### src/rtl/wdog_pkg.sv
package wdog_pkg;

    typedef enum logic [2:0] {
        ST_IDLE   = 3'd0,
        ST_ARMED  = 3'd1,
        ST_BARKED = 3'd2,
        ST_HALTED = 3'd3,
        ST_BITTEN = 3'd4
    } wdog_state_e;

endpackage

### src/rtl/wdog_regs.sv
module wdog_regs #(
    parameter int unsigned CNT_W       = 20,
    parameter int unsigned ADDR_W      = 8,
    parameter int unsigned DATA_W      = 32,
    parameter int unsigned OFF_RESTART = 'h38,
    parameter int unsigned OFF_ENABLE  = 'h40,
    parameter int unsigned OFF_STATUS  = 'h44,
    parameter int unsigned OFF_WARN    = 'h4C,
    parameter int unsigned OFF_KILL    = 'h5C
) (
    input  logic              clk,
    input  logic              rst_n,
    input  logic              bus_wr,
    input  logic [ADDR_W-1:0] bus_addr,
    input  logic [DATA_W-1:0] bus_wdata,
    input  logic [CNT_W-1:0]  count,
    input  logic              spent,
    input  logic              bitten,
    output logic              en,
    output logic [CNT_W-1:0]  warn_thr,
    output logic [CNT_W-1:0]  kill_thr,
    output logic              restart,
    output logic [DATA_W-1:0] bus_rdata
);

    localparam logic [ADDR_W-1:0] A_RESTART = ADDR_W'(OFF_RESTART);
    localparam logic [ADDR_W-1:0] A_ENABLE  = ADDR_W'(OFF_ENABLE);
    localparam logic [ADDR_W-1:0] A_STATUS  = ADDR_W'(OFF_STATUS);
    localparam logic [ADDR_W-1:0] A_WARN    = ADDR_W'(OFF_WARN);
    localparam logic [ADDR_W-1:0] A_KILL    = ADDR_W'(OFF_KILL);

    logic hit_restart, hit_enable, hit_status, hit_warn, hit_kill;

    always_comb begin
        hit_restart = (bus_addr == A_RESTART);
        hit_enable  = (bus_addr == A_ENABLE);
        hit_status  = (bus_addr == A_STATUS);
        hit_warn    = (bus_addr == A_WARN);
        hit_kill    = (bus_addr == A_KILL);
    end

    assign restart = bus_wr && hit_restart && bus_wdata[0];

    always_ff @(posedge clk or negedge rst_n) begin
        if (!rst_n) begin
            en       <= 1'b0;
            warn_thr <= '0;
            kill_thr <= '0;
        end else if (bus_wr) begin
            if (hit_enable) en       <= (bus_wdata != '0);
            if (hit_warn)   warn_thr <= bus_wdata[CNT_W-1:0];
            if (hit_kill)   kill_thr <= bus_wdata[CNT_W-1:0];
        end
    end

    always_comb begin
        if (hit_enable)      bus_rdata = DATA_W'(en);
        else if (hit_status) bus_rdata = DATA_W'({count, bitten, spent, en});
        else if (hit_warn)   bus_rdata = DATA_W'(warn_thr);
        else if (hit_kill)   bus_rdata = DATA_W'(kill_thr);
        else                 bus_rdata = '0;
    end

endmodule

### src/rtl/wdog_count.sv
module wdog_count #(
    parameter int unsigned CNT_W = 20
) (
    input  logic             clk,
    input  logic             rst_n,
    input  logic             restart,
    input  logic             run,
    input  logic             tick_en,
    output logic [CNT_W-1:0] count
);

    localparam logic [CNT_W-1:0] CNT_MAX = '1;

    always_ff @(posedge clk or negedge rst_n) begin
        if (!rst_n)
            count <= '0;
        else if (restart)
            count <= '0;
        else if (run && tick_en && (count != CNT_MAX))
            count <= count + 1'b1;
    end

endmodule

### src/rtl/wdog_fsm.sv
module wdog_fsm
    import wdog_pkg::*;
#(
    parameter int unsigned CNT_W = 20
) (
    input  logic             clk,
    input  logic             rst_n,
    input  logic             en,
    input  logic             restart,
    input  logic [CNT_W-1:0] count,
    input  logic [CNT_W-1:0] warn_thr,
    input  logic [CNT_W-1:0] kill_thr,
    output logic             spent,
    output logic             bitten,
    output logic             bark_irq,
    output logic             bite_req
);

    wdog_state_e state, nxt;
    logic        kill_hit, warn_hit, fire_warn;

    always_comb begin
        kill_hit = en && (count >= kill_thr);
        warn_hit = en && (count >= warn_thr);
    end

    always_comb begin
        nxt       = state;
        fire_warn = 1'b0;
        unique case (state)
            ST_IDLE, ST_ARMED: begin
                if (kill_hit)
                    nxt = ST_BITTEN;
                else if (!restart && warn_hit) begin
                    nxt       = ST_BARKED;
                    fire_warn = 1'b1;
                end else
                    nxt = en ? ST_ARMED : ST_IDLE;
            end
            ST_BARKED, ST_HALTED: begin
                if (kill_hit)
                    nxt = ST_BITTEN;
                else if (restart)
                    nxt = en ? ST_ARMED : ST_IDLE;
                else
                    nxt = en ? ST_BARKED : ST_HALTED;
            end
            ST_BITTEN: nxt = ST_BITTEN;
            default:   nxt = ST_IDLE;
        endcase
    end

    always_ff @(posedge clk or negedge rst_n) begin
        if (!rst_n) state <= ST_IDLE;
        else        state <= nxt;
    end

    always_ff @(posedge clk or negedge rst_n) begin
        if (!rst_n) begin
            bark_irq <= 1'b0;
            bite_req <= 1'b0;
        end else begin
            bark_irq <= fire_warn;
            bite_req <= bite_req || (nxt == ST_BITTEN);
        end
    end

    always_comb begin
        spent  = (state == ST_BARKED) || (state == ST_HALTED);
        bitten = (state == ST_BITTEN);
    end

endmodule

### src/rtl/bark_bite_wdog.sv
module bark_bite_wdog #(
    parameter int unsigned CNT_W       = 20,
    parameter int unsigned ADDR_W      = 8,
    parameter int unsigned DATA_W      = 32,
    parameter int unsigned OFF_RESTART = 'h38,
    parameter int unsigned OFF_ENABLE  = 'h40,
    parameter int unsigned OFF_STATUS  = 'h44,
    parameter int unsigned OFF_WARN    = 'h4C,
    parameter int unsigned OFF_KILL    = 'h5C
) (
    input  logic              clk,
    input  logic              rst_n,
    input  logic              tick_en,
    input  logic              bus_wr,
    input  logic [ADDR_W-1:0] bus_addr,
    input  logic [DATA_W-1:0] bus_wdata,
    output logic [DATA_W-1:0] bus_rdata,
    output logic              bark_irq,
    output logic              bite_req
);

    logic             en, restart, spent, bitten;
    logic [CNT_W-1:0] count, warn_thr, kill_thr;

    wdog_regs #(
        .CNT_W(CNT_W), .ADDR_W(ADDR_W), .DATA_W(DATA_W),
        .OFF_RESTART(OFF_RESTART), .OFF_ENABLE(OFF_ENABLE),
        .OFF_STATUS(OFF_STATUS), .OFF_WARN(OFF_WARN), .OFF_KILL(OFF_KILL)
    ) u_regs (
        .clk(clk), .rst_n(rst_n), .bus_wr(bus_wr), .bus_addr(bus_addr),
        .bus_wdata(bus_wdata), .count(count), .spent(spent), .bitten(bitten),
        .en(en), .warn_thr(warn_thr), .kill_thr(kill_thr),
        .restart(restart), .bus_rdata(bus_rdata)
    );

    wdog_count #(.CNT_W(CNT_W)) u_count (
        .clk(clk), .rst_n(rst_n), .restart(restart),
        .run(en && !bitten), .tick_en(tick_en), .count(count)
    );

    wdog_fsm #(.CNT_W(CNT_W)) u_fsm (
        .clk(clk), .rst_n(rst_n), .en(en), .restart(restart), .count(count),
        .warn_thr(warn_thr), .kill_thr(kill_thr), .spent(spent),
        .bitten(bitten), .bark_irq(bark_irq), .bite_req(bite_req)
    );

endmodule

### config.mk
export PLATFORM = sky130hd
export DESIGN_NAME = bark_bite_wdog
export DESIGN_NICKNAME = d
export VERILOG_FILES = /design/src/rtl/wdog_pkg.sv /design/src/rtl/wdog_regs.sv /design/src/rtl/wdog_count.sv /design/src/rtl/wdog_fsm.sv /design/src/rtl/bark_bite_wdog.sv
export SDC_FILE = /design/constraint.sdc
export NUM_CORES = 1
export LEC_CHECK = 0
export BUFFER_PORTS_ARGS = -buffer_cell sky130_fd_sc_hd__buf_2
export CAP_MARGIN = 0
export CORE_AREA = 2 2 97 99
export CTS_CLUSTER_SIZE = 25
export DETAILED_ROUTE_END_ITERATION = 7
export DIE_AREA = 0 0 99 101
export PLACE_DENSITY = 0.73
export SLEW_MARGIN = 0
export SYNTH_ARGS = -nofsm -noshare
export SYNTH_HDL_FRONTEND = slang
export SYNTH_SLANG_ARGS = --single-unit
### constraint.sdc
create_clock -name clk -period 5.6 [get_ports clk]
set_clock_uncertainty 0.05 [all_clocks]
set_input_delay 1.12 -clock clk [delete_from_list [all_inputs] [get_ports clk]]
set_output_delay 1.12 -clock clk [all_outputs]
set_load 0.01 [all_outputs]
### Word level (Yosys, flattened, before mapping)

Index checks and enable logic that the tools add are counted.

| word-level totals | value |
|---|---|
| register bits | 66 |
| input bits | 44 |
| output and inout port bits | 34 |

| operators by class | value |
|---|---|
| $add $sub $neg | 1 |
| magnitude comparators | 2 |
| eq/ne operators | 11 |
| multiplexer cells | 16 |
| reduce and logical (&&, ||, !) cells | 20 |

Operators with widths:

| cell | number |
|---|---|
| $mux W32 | 3 |
| $mux W20 | 3 |
| $ge A20 B20 Y1 | 2 |
| $eq A8 B7 Y1 const B | 4 |
| $reduce_bool A32 Y1 | 1 |
| $add A20 B1 Y20 const B | 1 |
| $ne A20 B20 Y1 const B | 1 |
| $mux W3 | 4 |
| $pmux W3 S3 | 1 |
| $eq A8 B6 Y1 const B | 1 |
| $logic_and A1 B1 Y1 | 8 |
| $eq A3 B2 Y1 const B | 2 |
| $eq A3 B3 Y1 const B | 2 |
| $reduce_and A2 Y1 | 3 |
| $mux W1 | 5 |
| $reduce_or A2 Y1 | 2 |
| $eq A3 B1 Y1 const B | 1 |
| $logic_not A3 Y1 | 1 |
| $logic_not A1 Y1 | 2 |
| $logic_or A1 B1 Y1 | 2 |
| $reduce_bool A2 Y1 | 1 |

### Longest topological paths before layout

Gate-level depths: netlist of run 1.

| logic depth | value |
|---|---|
| depth after elaboration | 10 |
| mapped depth | 8 |
| mapped depth without buffers | 8 |

### By module

From an unflattened synthesis of run 1, not the netlist that was laid out.

| unflattened totals | value |
|---|---|
| cell total of the unflattened synthesis | 450 |
| area total of the unflattened synthesis | 4,541.9 um2 |

By module, submodules not included:

| module | times used | cells each | area an instance (um2) | seq. area each (um2) |
|---|---|---|---|---|
| wdog_regs | 1 | 172 | 2,173.3 | 1,026.0 |
| wdog_fsm | 1 | 158 | 1,227.4 | 125.1 |
| wdog_count | 1 | 119 | 1,127.3 | 500.5 |
| bark_bite_wdog | 1 | 1 | 13.8 | 0.0 |

### Worst setup path after synthesis of run 1

No wires, ideal clock.

| timing | value |
|---|---|
| path kind | in2out |
| from | in bus_addr[7] |
| to | out bus_rdata[10] |
| data arrival time | 2.502 ns |
| setup slack | 1.928 ns |
| stages on the path | 5 |
| path buffers | 1 |
| cells stage by stage | or3_1 nor4_2 clkbuf_1 nand3_1 nand2_1 |

| between the ends | value |
|---|---|
| word-level cells in the longest chain between the ends | 5 |
| elaborated cells between the ends (all ways) | 8 |
| those cells by class | eq/ne: 4; mux: 4 |

Ends and longest elaborated chain:

| element | line | text |
|---|---|---|
| from (decl) | bark_bite_wdog.sv:15 | `input logic [ADDR_W-1:0] bus_addr,` |
| $eq A8 B7 Y1 | wdog_regs.sv:39 | `hit_kill = (bus_addr == A_KILL);` |
| $mux W20 | wdog_regs.sv:60 | `else if (hit_kill) bus_rdata = DATA_W'(kill_thr);` |
| $mux W32 | wdog_regs.sv:59 | `else if (hit_warn) bus_rdata = DATA_W'(warn_thr);` |
| $mux W32 | wdog_regs.sv:58 | `else if (hit_status) bus_rdata = DATA_W'({count, bitten, spent, en});` |
| $mux W32 (*) | wdog_regs.sv:57 | `if (hit_enable) bus_rdata = DATA_W'(en);` |
| to (decl) | bark_bite_wdog.sv:17 | `output logic [DATA_W-1:0] bus_rdata,` |

Every way passes the cells marked *; elsewhere a longest branch is shown, timed or not.

### Worst setup path after layout of run 1

| timing | value |
|---|---|
| from | in bus_addr[7] |
| to | out bus_rdata[1] |

The elaborated chain is that of the path after synthesis.

==> results of run 1 <==
per-layer routing:
| metal | wire length (um) | vias to the layer above |
|---|---|---|
| li1 | - | 1770 |
| met1 | 4739 | 1808 |
| met2 | 5470 | 126 |
| met3 | 598 | 20 |
| met4 | 190 | 0 |
| met5 | 0 | - |
cell type report:
class	instances	area [um^2]
fill	774	3971
multi-input combinational	329	2451
sequential	66	1652
timing repair buffer	73	377.9
inverter	45	168.9
tap	111	138.9
clock buffer	9	123.9
clock inverter	7	93.84
power groups by stage:
stage	registers (mW)	clock network, mW	logic, mW
after floorplan	0.549	0	0.138
after global placement	0.559	0	0.195
after detailed placement	0.560	0	0.205
after CTS	0.551	0.450	0.205
after global routing	0.557	0.470	0.234
final	0.552	0.447	0.205
metrics by stage:
| step | cell area, um^2 | power, mW | instances | utilization, % | hold WS [ns] |
|---|---|---|---|---|---|
| after floorplan | 4378 | 0.6876 | 463 | - | 0.4301 |
| after global placement | 4788 | 0.7540 | 624 | 53.34 | 0.4047 |
| after detailed placement | 4788 | 0.7652 | 624 | 53.34 | 0.4052 |
| after CTS | 5006 | 1.206 | 640 | 55.76 | 0.4312 |
| after global routing | 5006 | 1.262 | 640 | 55.76 | 0.4611 |
| final | 5006 | 1.204 | 640 | 55.76 | 0.4361 |
Yosys cell counts, types with 11 or more instances:
master,count,share of area [%]
ha_1,41,12
inv_1,45,3.9
and3_1,11,1.6
dfrtp_1,66,38
mux2_2,39,10
nand2_1,36,3.1
a22oi_1,18,3.1
nand3_1,25,2.9
clkbuf_1,11,0.95
nor4_1,12,1.7
o21ai_0,13,1.5
nor2_1,26,2.2
a21oi_1,14,1.6
cell families after synthesis:
family / share of synthesized area (%)
compound gates: 13.15
buf+inv: 6.734
mux: 10.36
fa+ha+maj: 11.80
other cells: 0.08625
flops: 37.99
simple gates: 17.67
xor+xnor: 2.216
state kept, by name (all words and copies together) (netlist names):
register         cells
u_fsm.bite_req       1
u_fsm.bark_irq       1
u_fsm.state          3
u_regs.kill_thr     20
u_regs.en            1
u_count.count       20
u_regs.warn_thr     20
worst max path at each step:
stage | start | endpoint
finish | bus_addr[7] | bus_rdata[1]
floorplan | bus_addr[7] | bus_rdata[10]
global route | bus_addr[7] | bus_rdata[1]
CTS | bus_addr[7] | bus_rdata[1]
global placement | bus_addr[7] | bus_rdata[1]
detailed placement | bus_addr[7] | bus_rdata[1]
worst max-delay path: stages:
cell and delay [ns]:
buf_2 0.10, or3_1 0.43, or4_1 0.68, nor3_1 0.26
a221o_1 0.14, buf_2 0.12
==> results.cfg, run 1 <==
[outcome]
status = complete, no violations

[pwr]
p_int_mw = 0.8494
clkPwrFrac_pct = 37.1
p_leak_nw = 2.489
switching_power_mw = 0.3544
p_sw_share_pct = 29.44
seq_power_share_pct = 45.8
p_per_area_nw_per_um2 = 240.5
vdd_drop_max_mv = 0.2524
power_frac_comb_pct = 17.0

[timing]
drv_slew = 0
setup_slack_ns = 1.572
setup_viol = 0
setup_tns_ns = 0
grt_setup_unrepaired = no
tightest_slew_ns = 1.031
hold_violations = 0
fmax_mhz = 248.2
max-slew-margin-rel_pct = 31.12
finalCriticalPeriod_ns = 4.028
min_period_over_period_pct = 71.93

[clock_network]
hold_buffers = 0
numCtsBuffers = 9
htreeDepth = 3
clock_sinks = 66
cts_setup_buffers = 0
clkSlewWorstSetupHoldPaths_ns = 0.08
cts_tree = yes
cts-root-buf = clkbuf_8
clock_latency_ns = 0.35
cts_resized = 0
clock_path_buffers = 2

[floorplanning]
die_height_um = 101
io_pins = 78
die-area_um2 = 9999
die_x_um = 99
initial_core_util_pct = 48.43
num_rows = 35
core-area_um2 = 8977

[drt]
vias = 3724
wirelength_um = 11000
drcViolationCount = 0
antenna_left = 0
viasPerCell = 5.819
initialDrtViolationCount = 343
wl_per_cell_um = 17.19
drt-pass1-iter-count = 4

[critical_path]
worstPathArrival_ns = 2.86
critPathLaunchType = input port
path_max_fanout = 7
rrSetupSlack_ns = 2.92
crit_type = in -> out
rr_worst_depth = 7
r2r-end = u_fsm.state[0]
end_kind = output pin
required_ns = 4.43
r2r-start = u_count.count[2]

[synth]
yosysSeqAreaShare_pct = 37.99
ys_warn_count = 0
synth_ff_type = dfrtp_1
synth_edf_count = 0
synth_cell_types = 49
synthArstFlopShare_pct = 100.0
syn_area_per_cell_um2 = 9.556
synthesis.area_um2 = 4348
ys_ff_latch = 66
postSynthCellCount = 455

[global_route]
grt_pass1_wl_um = 18520
met2_usage_pct = 36.95
grtUsageTotal_pct = 23.34
grtUsageMet3_pct = 3.745
grt_max_degree = 67
globalRoute.busiestLayer = met2
grt_use_met1_pct = 32.18
grt_pass1_vias = 3742
antenna_found_initial = 0
overflow = 0

[hold_path]
hold_class = reg -> reg
holdPathEnd = u_fsm.bite_req
hp-start = u_fsm.bite_req
holdPathStages = 1

[cells_and_area]
final_cell_mix = buf_2 (68), dfrtp_1 (66), inv_1 (45), ha_1 (41), mux2_2 (39)
final_common_cell = buf_2
antenna_cells = 0
nets = 609
layout-drive-gt1-share_pct = 26.47
area_growth_pct = 15.14

[placed_design]
post-place-ws_ns = 1.558
io_buffers = 68
dp_hpwl_um = 8072
gp_congestion = 0.9327

[run]
cap_violations = 0
No activity file was read; power rests on OpenSTA's default activity.
==> run 2, diff against run 1 <==
clock period = 4.15 ns   (was 5.6 ns; I/O delays follow)
==> run 2 against run 1 <==
  * Sequential cell count unchanged
  * Clock power increased by 34%
  * Combinational power increased by 36%
==> results.cfg, run 2 (synthesis results as in run 1) <==
[clock_network]
cts-root-buf = clkbuf_8
cts_setup_buffers = 0
clock_path_buffers = 2
cts_resized = 0
clock_latency_ns = 0.34
clock_sinks = 66
cts_tree = yes
hold_buffers = 0
htreeDepth = 3
clkSlewWorstSetupHoldPaths_ns = 0.07
numCtsBuffers = 9

[floorplanning]
core-area_um2 = 8977
die-area_um2 = 9999
die_x_um = 99
die_height_um = 101
io_pins = 78
num_rows = 35
initial_core_util_pct = 48.43

[critical_path]
crit_start = bus_addr[7]
path_max_fanout = 7
crit_type = in -> out
r2r-start = u_count.count[5]
end_kind = output pin
rrSetupSlack_ns = 1.48
worstPathArrival_ns = 2.60
critPathLaunchType = input port
required_ns = 3.27
rr_worst_depth = 7
r2r-end = u_fsm.state[0]

[cells_and_area]
antenna_cells = 0
area_growth_pct = 15.48
multi_input_area_um2 = 2451
top_regs = u_count.count x20, u_regs.kill_thr x20, u_regs.warn_thr x20
fillCellCount = 803
seqCellArea_um2 = 1652
nets = 611
final_common_cell = buf_2
layout-drive-gt1-share_pct = 26.74
instances_no_fill = 642
final_cell_mix = buf_2 (68), dfrtp_1 (66), inv_1 (45), ha_1 (41), mux2_2 (39)

[global_route]
grt_pass1_vias = 3703
met2_usage_pct = 37.21
antenna_found_initial = 0
globalRoute.busiestLayer = met2
grtUsageMet3_pct = 4.230
overflow = 0
grt_max_degree = 46
grtUsageTotal_pct = 22.87
grt_pass1_wl_um = 18030
grt_use_met1_pct = 29.60

[timing]
setup_tns_ns = 0
finalCriticalPeriod_ns = 3.482
hold_violations = 0
min_period_over_period_pct = 83.91
max-slew-margin-rel_pct = 60.26
setup_viol = 0
hold_slack_ns = 0.3941
grt_setup_unrepaired = no
tightest_slew_ns = 0.5907
drv_slew = 0
fmax_mhz = 287.2

[pwr]
p_sw_share_pct = 29.30
seq_power_share_pct = 45.9
clkPwrFrac_pct = 36.9
power_frac_comb_pct = 17.2
vdd_drop_max_mv = 0.2398
p_leak_nw = 2.497
p_int_mw = 1.148
switching_power_mw = 0.4757
p_per_area_nw_per_um2 = 323.3

[drt]
initialDrtViolationCount = 286
drt-pass1-iter-count = 5
drcViolationCount = 0
antenna_left = 0
viasPerCell = 5.836
wl_per_cell_um = 17.07
vias = 3747
wirelength_um = 10960

[placed_design]
gp_congestion = 0.9042
dp_hpwl_um = 8071
io_buffers = 68
dpl.cell_count = 626

[outcome]
status = complete, no violations

[run]
cap_violations = 0

[hold_path]
hold_class = in -> async
## run 2: cell count changes in the layout (fill, tap and decap cells not counted)
| cell | previous run | this run |
|---|---|---|
| buf_4 | 5 | 7 |
## run 2: worst max path at each step
stage	cells past startpoint	end	slack, ns
6_report	6	bus_rdata[1]	0.67
5_1_grt	6	bus_rdata[1]	0.58
4_1_cts	6	bus_rdata[1]	0.69
3_5_place_dp	6	bus_rdata[1]	0.70
3_3_place_gp	6	bus_rdata[1]	0.74
2_1_floorplan	5	bus_rdata[10]	1.06
## run 2: area by class of cell
type	count	share of cell area, %
Clock buffer	9	2.467
Clock inverter	7	1.869
Inverter	45	3.364
Multi-Input combinational cell	329	48.82
Sequential cell	66	32.89
Tap cell	111	2.766
Timing Repair Buffer	75	7.825
## run 2: critical path, stage by stage
cell and delay, ns:
buf_2 0.10, or3_1 0.43, or4_1 0.68, nor3_1 0.30, a221o_1 0.14, buf_2 0.12
## run 2: per-layer routing
metal / vias up / wire, um
met3: 26 / 632
met2: 130 / 5264
met5: - / 0
li1: 1781 / -
met4: 0 / 311
met1: 1810 / 4748
## run 2: metrics by stage
| stage | util, % | total power [mW] | worst slack (ns) | area, um^2 |
|---|---|---|---|---|
| floorplan | - | 0.9279 | 1.058 | 4378 |
| global placement | 53.51 | 1.018 | 0.7385 | 4803 |
| detailed placement | 53.51 | 1.031 | 0.7044 | 4803 |
| CTS | 55.93 | 1.630 | 0.6921 | 5021 |
| global route | 55.93 | 1.700 | 0.5817 | 5021 |
| finish | 55.93 | 1.623 | 0.6678 | 5021 |
## run 2: power by group through the flow
stage          Sequential [mW]  Combinational (mW)  Clock [mW]
2_1_floorplan            0.741               0.187           0
4_1_cts                  0.744               0.280       0.607
3_3_place_gp             0.753               0.265           0
6_report                 0.745               0.279       0.599
3_5_place_dp             0.756               0.276           0
5_1_grt                  0.751               0.316       0.633
==> run 3, diff against run 2 <==
clock period = 3.5 ns   (was 4.15 ns; I/O delays follow)
==> run 3 against run 2 <==
  * Global-route usage increased by 0.11 points
  * Worst hold slack got worse by 0.27 ns
  * Largest cell class unchanged
  * Die area unchanged
  * Largest power group unchanged
==> results.cfg, run 3 (synthesis results as in run 1) <==
[cells_and_area]
top_regs = u_count.count x20, u_regs.kill_thr x20, u_regs.warn_thr x20
final_cell_mix = buf_2 (68), dfrtp_1 (66), inv_1 (45), ha_1 (41), mux2_2 (39)
nets = 613
area_growth_pct = 15.48
fillCellCount = 789
antenna_cells = 0
multi_input_area_um2 = 2451
fin_util_pct = 55.93
final_common_cell = buf_2
layout-drive-gt1-share_pct = 27.02
seqCellArea_um2 = 1652

[floorplanning]
num_rows = 35
die_height_um = 101
io_pins = 78
core-area_um2 = 8977
die_x_um = 99
initial_core_util_pct = 48.43
die-area_um2 = 9999

[placed_design]
gp_congestion = 0.9114
dp_hpwl_um = 8249
post-place-ws_ns = 0.3117
io_buffers = 68

[pwr]
p_per_area_nw_per_um2 = 375.1
vdd_drop_max_mv = 0.2145
p_leak_nw = 2.504

[drt]
initialDrtViolationCount = 259
viasPerCell = 5.797
wl_per_cell_um = 17.24
drt-pass1-iter-count = 4
vias = 3733
antenna_left = 0
drcViolationCount = 0
wirelength_um = 11100

[global_route]
grtUsageTotal_pct = 22.98
antenna_found_initial = 0
grt_pass1_wl_um = 18110
overflow = 0
grt_max_degree = 39
grt_pass1_vias = 3646

[hold_path]
hold_class = in -> async

[critical_path]
rrSetupSlack_ns = 0.86
path_max_fanout = 7
r2r-start = u_count.count[2]
r2r-end = u_fsm.state[0]
crit_type = in -> out
required_ns = 2.75
critPathLaunchType = input port
rr_worst_depth = 7
end_kind = output pin
worstPathArrival_ns = 2.45

[clock_network]
htreeDepth = 3
clock_sinks = 66
clock_latency_ns = 0.35
clock_path_buffers = 2
clkSlewWorstSetupHoldPaths_ns = 0.08
hold_buffers = 0
cts_setup_buffers = 0
cts_resized = 0
cts_tree = yes
numCtsBuffers = 9
cts-root-buf = clkbuf_8

[timing]
finalCriticalPeriod_ns = 3.205
setup_viol = 0
hold_violations = 0
tightest_slew_ns = 0.6427
grt_setup_unrepaired = no
drv_slew = 0
min_period_over_period_pct = 91.56
setup_tns_ns = 0
setup_slack_ns = 0.2952
max-slew-margin-rel_pct = 57.11
hold_slack_ns = 0.1230
fmax_mhz = 312.0

[run]
cap_violations = 0

[outcome]
status = complete, no violations
run 3: how the worst max path moves through the flow:
stage	start	endpoint	slack [ns]	depth (start not counted)
6_report	bus_addr[7]	bus_rdata[1]	0.30	6
5_1_grt	bus_addr[7]	bus_rdata[1]	0.23	6
4_1_cts	bus_addr[7]	bus_rdata[1]	0.29	6
3_5_place_dp	bus_addr[7]	bus_rdata[1]	0.31	6
3_3_place_gp	bus_addr[7]	bus_rdata[1]	0.33	6
2_1_floorplan	bus_addr[7]	bus_rdata[10]	0.67	5
run 3: routing by layer:
metal	vias to the layer above	global-route usage (%)	share of wire, %
met2	100	37.99	49
met3	20	4.300	4.7
met1	1841	30.54	44
li1	1772	-	-
met4	0	7.587	1.6
met5	-	0	0
run 3: area by class of cell:
type / count / area share [%]
Timing Repair Buffer: 77 / 8.124
Clock buffer: 10 / 2.741
Multi-Input combinational cell: 329 / 48.82
Sequential cell: 66 / 32.89
Clock inverter: 6 / 1.296
Inverter: 45 / 3.364
Tap cell: 111 / 2.766
run 3: where the power goes:
group	internal, mW	total (mW)	switching, mW
registers	0.818	0.883	0.0647
logic	0.143	0.329	0.186
clock network	0.350	0.671	0.321
run 3: worst max-delay path: stages:
cell and delay [ns]:
buf_2 0.10, or3_1 0.42, or4_1 0.68, nor3_1 0.29
a221o_1 0.14, buf_2 0.12
run 3: stage by stage:
step	std cells	power [mW]	cell area (um^2)
global route	644	1.978	5021
floorplan	463	1.100	4378
global placement	628	1.211	4818
CTS	644	1.892	5021
detailed placement	628	1.226	4818
finish	644	1.883	5021
